**src/rtl/gpio_sc_pkg.sv**
```systemverilog
package gpio_sc_pkg;

  typedef enum logic [1:0] {
    DRV_HOLD = 2'd0,
    DRV_LOW  = 2'd1,
    DRV_HIGH = 2'd2
  } drv_act_e;

  // Clear has priority over set.
  function automatic drv_act_e decode_act(input logic clr_bit, input logic set_bit);
    if (clr_bit)      return DRV_LOW;
    else if (set_bit) return DRV_HIGH;
    else              return DRV_HOLD;
  endfunction

endpackage

```
**src/rtl/gpio_sc_field.sv**
```systemverilog
module gpio_sc_field #(
  parameter int W = 4
) (
  input  logic         clk,
  input  logic         rst,
  input  logic         wr_en,
  input  logic [W-1:0] wr_val,
  output logic [W-1:0] q
);

  always_ff @(posedge clk) begin
    if (rst)        q <= '0;
    else if (wr_en) q <= wr_val;
  end

endmodule

```
**src/rtl/gpio_sc_pin.sv**
```systemverilog
module gpio_sc_pin
  import gpio_sc_pkg::*;
(
  input  logic clk,
  input  logic rst,
  input  logic bidir,
  input  logic apply,
  input  logic clr_bit,
  input  logic set_bit,
  output logic level,
  output logic oe
);

  drv_act_e act;

  always_comb begin
    act = DRV_HOLD;
    if (apply && bidir) act = decode_act(clr_bit, set_bit);
  end

  always_ff @(posedge clk) begin
    if (rst) begin
      level <= 1'b0;
      oe    <= 1'b0;
    end else begin
      oe <= bidir;
      case (act)
        DRV_LOW:  level <= 1'b0;
        DRV_HIGH: level <= 1'b1;
        default:  level <= level;
      endcase
    end
  end

endmodule

```
**src/rtl/gpio_setclr_out.sv**
```systemverilog
module gpio_setclr_out #(
  parameter int NUM_PINS = 4,
  parameter int DATA_W   = 32,
  parameter int CLR_LSB  = 8,
  parameter int SET_LSB  = 12
) (
  input  logic                clk,
  input  logic                rst,
  input  logic                cfg_wr,
  input  logic [DATA_W-1:0]   cfg_wdata,
  input  logic [DATA_W/8-1:0] cfg_be,
  input  logic [NUM_PINS-1:0] pin_bidir,
  output logic [NUM_PINS-1:0] pin_out,
  output logic [NUM_PINS-1:0] pin_oe,
  output logic [DATA_W-1:0]   rd_data
);

  localparam int BE_CLR = CLR_LSB / 8;
  localparam int BE_SET = SET_LSB / 8;

  logic                wr_hit;
  logic [NUM_PINS-1:0] clr_req, set_req;
  logic [NUM_PINS-1:0] clr_q, set_q;

  assign wr_hit  = cfg_wr && cfg_be[BE_CLR] && cfg_be[BE_SET];
  assign clr_req = cfg_wdata[CLR_LSB +: NUM_PINS];
  assign set_req = cfg_wdata[SET_LSB +: NUM_PINS];

  gpio_sc_field #(.W(NUM_PINS)) u_clr_fld (
    .clk(clk), .rst(rst), .wr_en(wr_hit), .wr_val(clr_req), .q(clr_q)
  );

  gpio_sc_field #(.W(NUM_PINS)) u_set_fld (
    .clk(clk), .rst(rst), .wr_en(wr_hit), .wr_val(set_req), .q(set_q)
  );

  for (genvar i = 0; i < NUM_PINS; i++) begin : g_pin
    gpio_sc_pin u_pin (
      .clk    (clk),
      .rst    (rst),
      .bidir  (pin_bidir[i]),
      .apply  (wr_hit),
      .clr_bit(clr_req[i]),
      .set_bit(set_req[i]),
      .level  (pin_out[i]),
      .oe     (pin_oe[i])
    );
  end

  always_comb begin
    rd_data = '0;
    rd_data[CLR_LSB +: NUM_PINS] = clr_q;
    rd_data[SET_LSB +: NUM_PINS] = set_q;
  end

endmodule

```
**config.mk**
```make
export PLATFORM = sky130hd
export DESIGN_NAME = gpio_setclr_out
export DESIGN_NICKNAME = d
export VERILOG_FILES = /design/src/rtl/gpio_sc_pkg.sv /design/src/rtl/gpio_sc_field.sv /design/src/rtl/gpio_sc_pin.sv /design/src/rtl/gpio_setclr_out.sv
export SDC_FILE = /design/constraint.sdc
export NUM_CORES = 1
export LEC_CHECK = 0
export ABC_AREA = 1
export BUFFER_PORTS_ARGS = -buffer_cell sky130_fd_sc_hd__buf_2
export CORE_ASPECT_RATIO = 1.2
export CORE_UTILIZATION = 40
export CTS_CLUSTER_DIAMETER = 120
export DETAILED_ROUTE_END_ITERATION = 8
export PLACE_DENSITY = 0.84
export SLEW_MARGIN = 20
export SYNTH_ARGS = -nofsm -noshare
export SYNTH_HDL_FRONTEND = slang
export SYNTH_SLANG_ARGS = --single-unit
```
**constraint.sdc**
```tcl
create_clock -name clk -period 2.1 [get_ports clk]
set_input_delay 0.42 -clock clk [delete_from_list [all_inputs] [get_ports clk]]
set_output_delay 0.42 -clock clk [all_outputs]
set_load 0.02 [all_outputs]
```
==> run summary, run 1 <==
Status - completed
Largest net degree at the start of global routing - 11
Area Growth Syn to Fin - 5.04%
H-tree levels - 1
Net load switching power - 0.212 mW
Syn Area/Cell - 7.93 um^2
Site row count - 19
Clk slew on worst S/H paths - 0.09 ns
Layout cells sized above 1 - 31.7%
Finished Cell Area - 1020 um^2
Post-DP HPWL - 1.26 mm
PD cells - 666 nW/um^2
Residual DRC - 0
Yosys top cell area share - 33.1%
Total number of vias - 718
Worst R2R Setup Slack - 1.47 ns
Setup Skew - 0 ns
Cells after Synth - 122
Die area - 2620 um^2
CP required - 2.28 ns
Total GRT Usage - 13.3%
Yosys cell types - 19
Switching Fraction - 31.4%
Die extent in x - 46.9 um
Worst-case clock buffer depth - 2
Final #Nets - 193
Worst-case reg-to-reg path depth - 4
TritonCTS clock tree - built
Max stage delay on crit path - 0.31 ns
Root buf cell - clkbuf_4
Number of flops mapped to enable cells by yosys - 0
Num Clock Sinks - 16
1st-pass router iterations - 4
Final std cells w/o fill - 176
Top cell family by delay on the critical path - buffers and inverters
Vias/cell - 4.08
WHS Path Cells - 3
Final wirelength - 1.58 mm
R2r startpoint - u_set_fld.q[2]$_SDFFE_PP0P_
Min Clock Period, post-route - 1.30 ns
Antenna Cells - 0
CP arrival - 1.48 ns
Final design utilization - 44.5%
Post-CTS setup repair buffer count - 0
DRT iter0 DRCs - 12
Final Max Slew Viols - 0
YS warnings - 0
Initial antenna violation count - 0
Vias in the first global route - 641
Seq/Total Area, Yosys - 33.1%
Chip height - 55.9 um
Mapped cell area - 967 um^2
Number of max-cap violations - 0
Initial Util - 42.4%
P_leak - 0.565 nW
RSZ-0062 raised after global routing - false
Clk pwr share - 30.1%
Placed Area - 980 um^2
Final TNS setup - 0 ns
FFs w/ async S/R, synth - 0%
Placement Setup Slack - 0.489 ns
Crit-path max FO - 8
Clock buffer count from CTS - 3
Hold-fix buffers at CTS - 0
Core ar. - 2280 um^2
Hold Path Class - input port to flop
Cell count along the critical path - 7
Reg2reg end - u_set_fld.q[2]$_SDFFE_PP0P_
Worst path cell trace - buf_2, nand2_8, inv_6, nand3_1, ha_1, o21ai_0, nor2_1
Yosys reg bits - 16
Buffers added on ports - 31
CP endpoint kind - flop
Hold path endpoint - g_pin[2].u_pin.oe$_SDFF_PP0_
Final hold vios - 0
VDD IR max - 0.308 mV
Slack of the critical path - 0.799 ns
Internal power - 0.464 mW
Wire per inst - 8.95 um
Largest cells by area after synthesis - dfxtp_1, buf_4, nor2_1
Setup violators final - 0
First-pass GRT wire length - 2.56 mm
Crit path buf inv count - 2
GPL Wtd Cong - 0.734
Placed cell count - 172
Max frequency - 769 MHz
Hold_sp - pin_bidir[2]
Setup CP Type - input port to flop
Post-synth top area cell - dfxtp_1
Final worst-path cycle share - 62.0%
Gr ovfl total - 0
Critical Path Source Type - input port
Clk_lat worst skew - 0.28 ns
Num ports - 83
CP max stage cell - ha_1
Detail Route Antenna Nets - 0
Seq pwr share - 48.2%
Main flop type after synthesis - dfxtp_1
PostCTS Resize Cnt - 0
Comb power frac - 21.6%
placed cells by master (no fill, tap or decap):
master,instances
dfxtp_1,16
inv_1,11
nor2_2,4
o21ai_0,4
inv_6,1
ha_1,4
buf_2,31
clkbuf_4,3
nor2_1,15
a21oi_1,5
nand3_1,8
nand2_1,9
nand2_2,1
nor3_1,3
nand3_2,3
conb_1,24
inv_2,1
nand2_8,1
clkbuf_8,1
cells in the mapped netlist, types with 3 or more instances:
master and instances:
a21oi_1 5, ha_1 4, nor3_1 3, o21ai_0 4, nand2_1 9, dfxtp_1 16
nor2_2 4, nand3_2 3, buf_4 32, nor2_1 15, nand3_1 8, inv_1 11
how the worst max path moves through the flow:
stage,startpoint,to,slack (ns)
after floorplan,cfg_wr,g_pin[2].u_pin.level$_SDFFE_PP0P_,0.76
after global placement,cfg_be[1],g_pin[3].u_pin.level$_SDFFE_PP0P_,0.50
after detailed placement,cfg_be[1],g_pin[3].u_pin.level$_SDFFE_PP0P_,0.49
after CTS,cfg_be[1],g_pin[3].u_pin.level$_SDFFE_PP0P_,0.80
after global routing,cfg_be[1],g_pin[0].u_pin.level$_SDFFE_PP0P_,0.71
final,cfg_be[1],g_pin[3].u_pin.level$_SDFFE_PP0P_,0.80
registers in the layout, summed over array words and instances, names as in the netlist:
signal,cells
u_set_fld.q,4
g_pin.u_pin.oe,4
g_pin.u_pin.level,4
u_clr_fld.q,4
cells by family (layout without fill, tap and decap cells):
| kind of cell | after synthesis | count (layout) | share of synthesized area, % |
|---|---|---|---|
| other cells | 1 | 24 | 0.388 |
| fa+ha+maj | 4 | 4 | 5.17 |
| simple gates | 44 | 44 | 23.4 |
| compound gates | 9 | 9 | 4.66 |
| flops | 16 | 16 | 33.1 |
| buf+inv | 48 | 48 | 33.2 |
final cells by class:
class / instances / area [um^2]
tap: 31 / 38.8
inverter: 13 / 53.8
timing repair buffer: 31 / 155
clock buffer: 4 / 36.3
multi-input combinational: 81 / 412
sequential: 16 / 320
fill: 266 / 1270
per-stage QoR:
step                power (mW)  hold slack, ns
finish                   0.677           0.358
global route             0.718           0.349
CTS                      0.684           0.347
detailed placement       0.480           0.454
global placement         0.478           0.446
floorplan                0.487           0.453
metal layers:
layer	vias up	GRT usage [%]	part of all wire (%)
li1	368	-	-
met1	313	15.8	43
met2	35	22.2	51
met3	2	0.974	5.3
met4	0	7.35	1.1
met5	-	0	0
power by group through the flow:
stage                     clock, mW  sequential [mW]  combinational, mW
after floorplan                   0            0.343              0.144
after global placement            0            0.333              0.145
after detailed placement          0            0.333              0.147
after CTS                     0.211            0.326              0.147
after global routing          0.228            0.328              0.162
final                         0.204            0.326              0.146
worst reg2reg max path: stages, from the launching register on:
cell and delay, ns:
dfxtp_1 0.34, inv_1 0.05, nand2_2 0.06, nand2_1 0.04
nor2_1 0.08
Power figures use the tool's default switching activity.
==> run 2: changes to the inputs <==
ABC_AREA = 0   (was 1)
CORE_UTILIZATION = 39   (was 40)
PLACE_DENSITY = 0.8   (was 0.84)
clock period = 1.3 ns   (was 2.1 ns; I/O delays follow)
==> run 2 against run 1 <==
Compared with the run above:
- largest power group unchanged
- wire length grew 4.5%
- final cell count shrank 6.8%
- worst hold slack got worse by 0.13 ns
- total power increased by 58%
==> run summary, run 2 <==
Total GRT Usage - 13.1%
Worst-case clock buffer depth - 2
Critical Path Source Type - flop
FFs w/ async S/R, synth - 0%
Post-CTS setup repair buffer count - 0
Die area - 2870 um^2
Worst path cell trace - buf_2
Final hold vios - 0
Yosys top cell area share - 30.9%
TritonCTS clock tree - built
Largest cells by area after synthesis - dfxtp_1, buf_4, a21bo_2
Num ports - 83
CP arrival - 0.80 ns
Largest net degree at the start of global routing - 17
Initial Util - 41.0%
Seq/Total Area, Yosys - 30.9%
Syn Area/Cell - 9.60 um^2
Placed cell count - 160
# fillers - 255
H-tree levels - 1
Final worst-path cycle share - 81.4%
Site row count - 20
Number of max-cap violations - 0
Final #Nets - 179
PostCTS Resize Cnt - 0
CP required - 1.04 ns
Number of flops mapped to enable cells by yosys - 0
Vias/cell - 4.41
CP max stage cell - dfxtp_1
Yosys cell types - 18
First-pass GRT wire length - 2.83 mm
Chip height - 58.5 um
Antenna Cells - 0
Post-synth top cells - buf_4, dfxtp_1, a21bo_2, a21oi_1, nand3_1
Status - completed
Final Max Slew Viols - 0
Hold Path Class - input port to flop
Root buf cell - clkbuf_4
Top cell family by delay on the critical path - flip-flops
Clk slew on worst S/H paths - 0.09 ns
Clk_lat worst skew - 0.29 ns
Crit-path max FO - 2
Detail Route Antenna Nets - 0
Crit path buf inv count - 1
Cells after Synth - 108
Layout cells sized above 1 - 45.0%
Clock buffer count from CTS - 3
Placed Area - 1080 um^2
1st-pass router iterations - 4
VDD IR max - 0.312 mV
Area Growth Syn to Fin - 7.36%
Setup violators final - 0
Placement Setup Slack - 0.00978 ns
Gr ovfl total - 0
Final std cells w/o fill - 164
Setup CP Type - flop to primary output
Yosys reg bits - 16
RSZ-0062 raised after global routing - false
Commonest non-fill, non-tap cell in the layout - buf_2
Post-DP HPWL - 1.32 mm
Mapped cell area - 1040 um^2
Total number of vias - 723
Most frequent cells in the layout - buf_2, conb_1, dfxtp_1
Final wirelength - 1.65 mm
Post-synth top area cell - dfxtp_1
Vias in the first global route - 659
Setup Skew - 0 ns
Hold-fix buffers at CTS - 0
Max frequency - 945 MHz
Most instantiated library cell after synthesis - buf_4
GPL Wtd Cong - 0.763
Final TNS setup - 0 ns
CP endpoint kind - primary output
Min Clock Period, post-route - 1.06 ns
DRT iter0 DRCs - 17
P_leak - 0.544 nW
Buffers added on ports - 31
PD cells - 959 nW/um^2
YS warnings - 0
Die extent in x - 49.1 um
Residual DRC - 0
Main flop type after synthesis - dfxtp_1
Num Clock Sinks - 16
Initial antenna violation count - 0
Wire per inst - 10.0 um
Slack of the critical path - 0.242 ns
Finished Cell Area - 1110 um^2
Max stage delay on crit path - 0.34 ns
Core ar. - 2530 um^2
Final design utilization - 44.1%
-- run 2: worst reg2reg max path: cells and delay by family, from the launching register on --
family | cells | cell delay [ns]
compound gates | 2 | 0.36
flops | 1 | 0.34
-- run 2: worst paths after layout --
| kind | from | endpoint | slack (ns) | cells past startpoint |
|---|---|---|---|---|
| max | g_pin[0].u_pin.level$_SDFFE_PP0P_ | pin_out[0] | 0.24 | 1 |
| min | cfg_wdata[14] | u_set_fld.q[2]$_SDFFE_PP0P_ | 0.23 | 3 |
| max reg2reg | u_set_fld.q[0]$_SDFFE_PP0P_ | u_set_fld.q[0]$_SDFFE_PP0P_ | 0.54 | 2 |
| min reg2reg | g_pin[3].u_pin.level$_SDFFE_PP0P_ | g_pin[3].u_pin.level$_SDFFE_PP0P_ | 0.51 | 2 |
-- run 2: kinds of logic (layout without fill, tap and decap cells) --
logic type | Yosys count | count (layout) | synth area share, %
AND/OR/NAND/NOR | 30 | 30 | 18.8
adder cells (fa/ha/maj) | 4 | 4 | 4.83
buffers and inverters | 37 | 37 | 29.7
flip-flops | 16 | 16 | 30.9
AO/OA/AOI/OAI | 16 | 16 | 11.6
other | 1 | 24 | 0.362
multiplexers | 4 | 4 | 3.86
-- run 2: metal layers --
| metal | GRT usage (%) | share of wire [%] | vias to the layer above |
|---|---|---|---|
| li1 | - | - | 349 |
| met2 | 22.1 | 50 | 44 |
| met3 | 1.55 | 6.9 | 7 |
| met4 | 13.4 | 4.9 | 0 |
| met5 | 0 | 0 | - |
| met1 | 13.7 | 38 | 323 |
-- run 2: area by class of cell --
class / count / area [um^2] / area share [%]
clock buffer: 4 / 36.3 / 3.26
multi-input combinational: 78 / 546 / 49.0
sequential: 16 / 320 / 28.8
tap: 33 / 41.3 / 3.71
timing repair buffer: 33 / 170 / 15.3
-- run 2: stage by stage --
| step | power (mW) | hold slack, ns |
|---|---|---|
| finish | 1.07 | 0.228 |
| global route | 1.14 | 0.212 |
| global placement | 0.742 | 0.479 |
| detailed placement | 0.749 | 0.496 |
| floorplan | 0.767 | 0.329 |
| CTS | 1.09 | 0.214 |
-- run 2: power breakdown --
group          internal (mW)  switching, mW  leakage [nW]
Clock                  0.171          0.160        0.0210
Combinational         0.0675          0.156         0.392
Sequential             0.508        0.00546         0.131
Total                  0.746          0.322         0.544
==> run 3: changes to the inputs <==
CORE_UTILIZATION = 35   (was 39)
PLACE_DENSITY = 0.76   (was 0.8)
clock period = 0.9 ns   (was 1.3 ns; I/O delays follow)
==> run 3 against run 2 <==
Compared with the run above:
- the flow now finishes with violations (setup timing)
- wire length rose by 25%
- sequential power is 47% higher
- clock skew unchanged
- utilization rose by 2.3 points
- worst hold slack worse by 0.073 ns
- critical path type unchanged
- largest cell class unchanged
==> run summary, run 3 (synthesis results as in run 2) <==
Final TNS setup - -0.345 ns
Num Clock Sinks - 16
Max stage delay on crit path - 0.36 ns
Die area - 3190 um^2
Initial antenna violation count - 0
Min Clock Period, post-route - 0.945 ns
Commonest non-fill, non-tap cell in the layout - conb_1
Setup CP Type - flop to primary output
Failing checks - setup timing
Slack of the critical path - -0.0448 ns
Buffers added on ports - 31
TritonCTS clock tree - built
Clock buffer count from CTS - 3
Critical Path Source Type - flop
CP arrival - 0.76 ns
Final hold vios - 0
Root buf cell - clkbuf_4
Detail Route Antenna Nets - 0
RSZ-0062 raised after global routing - true
WHS Path Cells - 3
Most frequent cells in the layout - conb_1, buf_6, dfxtp_2
Final #Nets - 185
Worst-case reg-to-reg path depth - 2
GPL Wtd Cong - 0.698
Clk_lat worst skew - 0.28 ns
Largest net degree at the start of global routing - 17
Initial Util - 36.9%
Final worst-path cycle share - 105%
PD cells - 1170 nW/um^2
Top cell family by delay on the critical path - flip-flops
Total GRT Usage - 11.8%
CP max stage cell - dfxtp_2
Crit-path max FO - 2
Worst-case clock buffer depth - 2
Antenna Cells - 0
Hold path endpoint - u_set_fld.q[0]$_SDFFE_PP0P_
Reg2reg end - u_clr_fld.q[2]$_SDFFE_PP0P_
Hold_sp - cfg_wdata[12]
Chip height - 61.6 um
Wire per inst - 12.1 um
Final Max Slew Viols - 0
First-pass GRT wire length - 2.85 mm
Total number of vias - 786
Pwr Total - 1.52 mW
VDD IR max - 0.732 mV
Area Growth Syn to Fin - 25.7%
Status - finished, violations left
Max frequency - 1060 MHz
Final wirelength - 2.05 mm
H-tree levels - 1
Vias in the first global route - 673
Layout cells sized above 1 - 58.8%
R2r startpoint - u_clr_fld.q[2]$_SDFFE_PP0P_
Gr ovfl total - 0
Vias/cell - 4.62
Setup violators final - 16
Worst path cell trace - buf_6
Hold-fix buffers at CTS - 0
CP endpoint kind - primary output
Number of max-cap violations - 0
Placement Setup Slack - -0.326 ns
Post-DP HPWL - 1.42 mm
CP required - 0.72 ns
Clk slew on worst S/H paths - 0.09 ns
Num ports - 83
Residual DRC - 0
Crit path buf inv count - 1
Hold Path Class - input port to flop
Site row count - 21
DRT iter0 DRCs - 22
Die extent in x - 51.7 um
Setup Skew - 0 ns
Worst R2R Setup Slack - 0.11 ns
P_leak - 0.597 nW
Core ar. - 2810 um^2
1st-pass router iterations - 4
[run 3: cell types whose count changed in the layout (fill, tap and decap cells not counted), moves of 2 or more]
cell and change:
buf_4 +6, buf_2 -18, nand3_2 -2, dfxtp_2 +16
buf_6 +17, dfxtp_1 -16, nand3_4 +2
[run 3: worst max path at each step]
stage	startpoint	endpoint	slack (ns)	cells past startpoint
2_1_floorplan	cfg_be[1]	g_pin[0].u_pin.level$_SDFFE_PP0P_	-0.32	7
3_3_place_gp	cfg_be[1]	g_pin[1].u_pin.level$_SDFFE_PP0P_	-0.30	6
3_5_place_dp	cfg_be[1]	g_pin[1].u_pin.level$_SDFFE_PP0P_	-0.33	6
4_1_cts	g_pin[2].u_pin.level$_SDFFE_PP0P_	pin_out[2]	-0.04	1
5_1_grt	g_pin[2].u_pin.level$_SDFFE_PP0P_	pin_out[2]	-0.07	1
6_report	u_clr_fld.q[2]$_SDFFE_PP0P_	rd_data[10]	-0.04	1
[run 3: timing repair]
item | CTS | global route
setup endpoints to repair | 19 | 18
setup buffers | 1 | 0
pin swaps | 1 | 3
gates resized for setup | 50 | 6
[run 3: routing by layer]
layer / track usage [%] / wire (um)
met3: 2.22 / 166
met4: 3.47 / 18
met2: 23.4 / 1100
met5: 0 / 0
met1: 12.5 / 768
[run 3: worst register-to-register path, delay by kind of cell (launching register included)]
kind,cells,cell delay (ns)
compound gates,2,0.37
flops,1,0.36
[run 3: stage by stage]
step	cells	utilization, %	hold WS, ns	area (um^2)
4_1_cts	170	45.2	0.155	1270
6_report	170	46.4	0.155	1300
3_3_place_gp	166	39.7	0.450	1120
2_1_floorplan	131	-	0.249	1180
3_5_place_dp	166	39.7	0.460	1120
5_1_grt	170	46.4	0.166	1300
[run 3: area by class of cell]
cell class / instances / area, um^2
Clock buffer: 3 / 22.5
Sequential cell: 16 / 340
Timing Repair Buffer: 39 / 332
Tap cell: 34 / 42.5
Fill cell: 261 / 1510
Multi-Input combinational cell: 78 / 567
[run 3: power by group]
part	internal [mW]	leakage, nW	switching [mW]
Combinational	0.150	0.446	0.242
Sequential	0.739	0.137	0.0171
Clock	0.156	0.0138	0.221
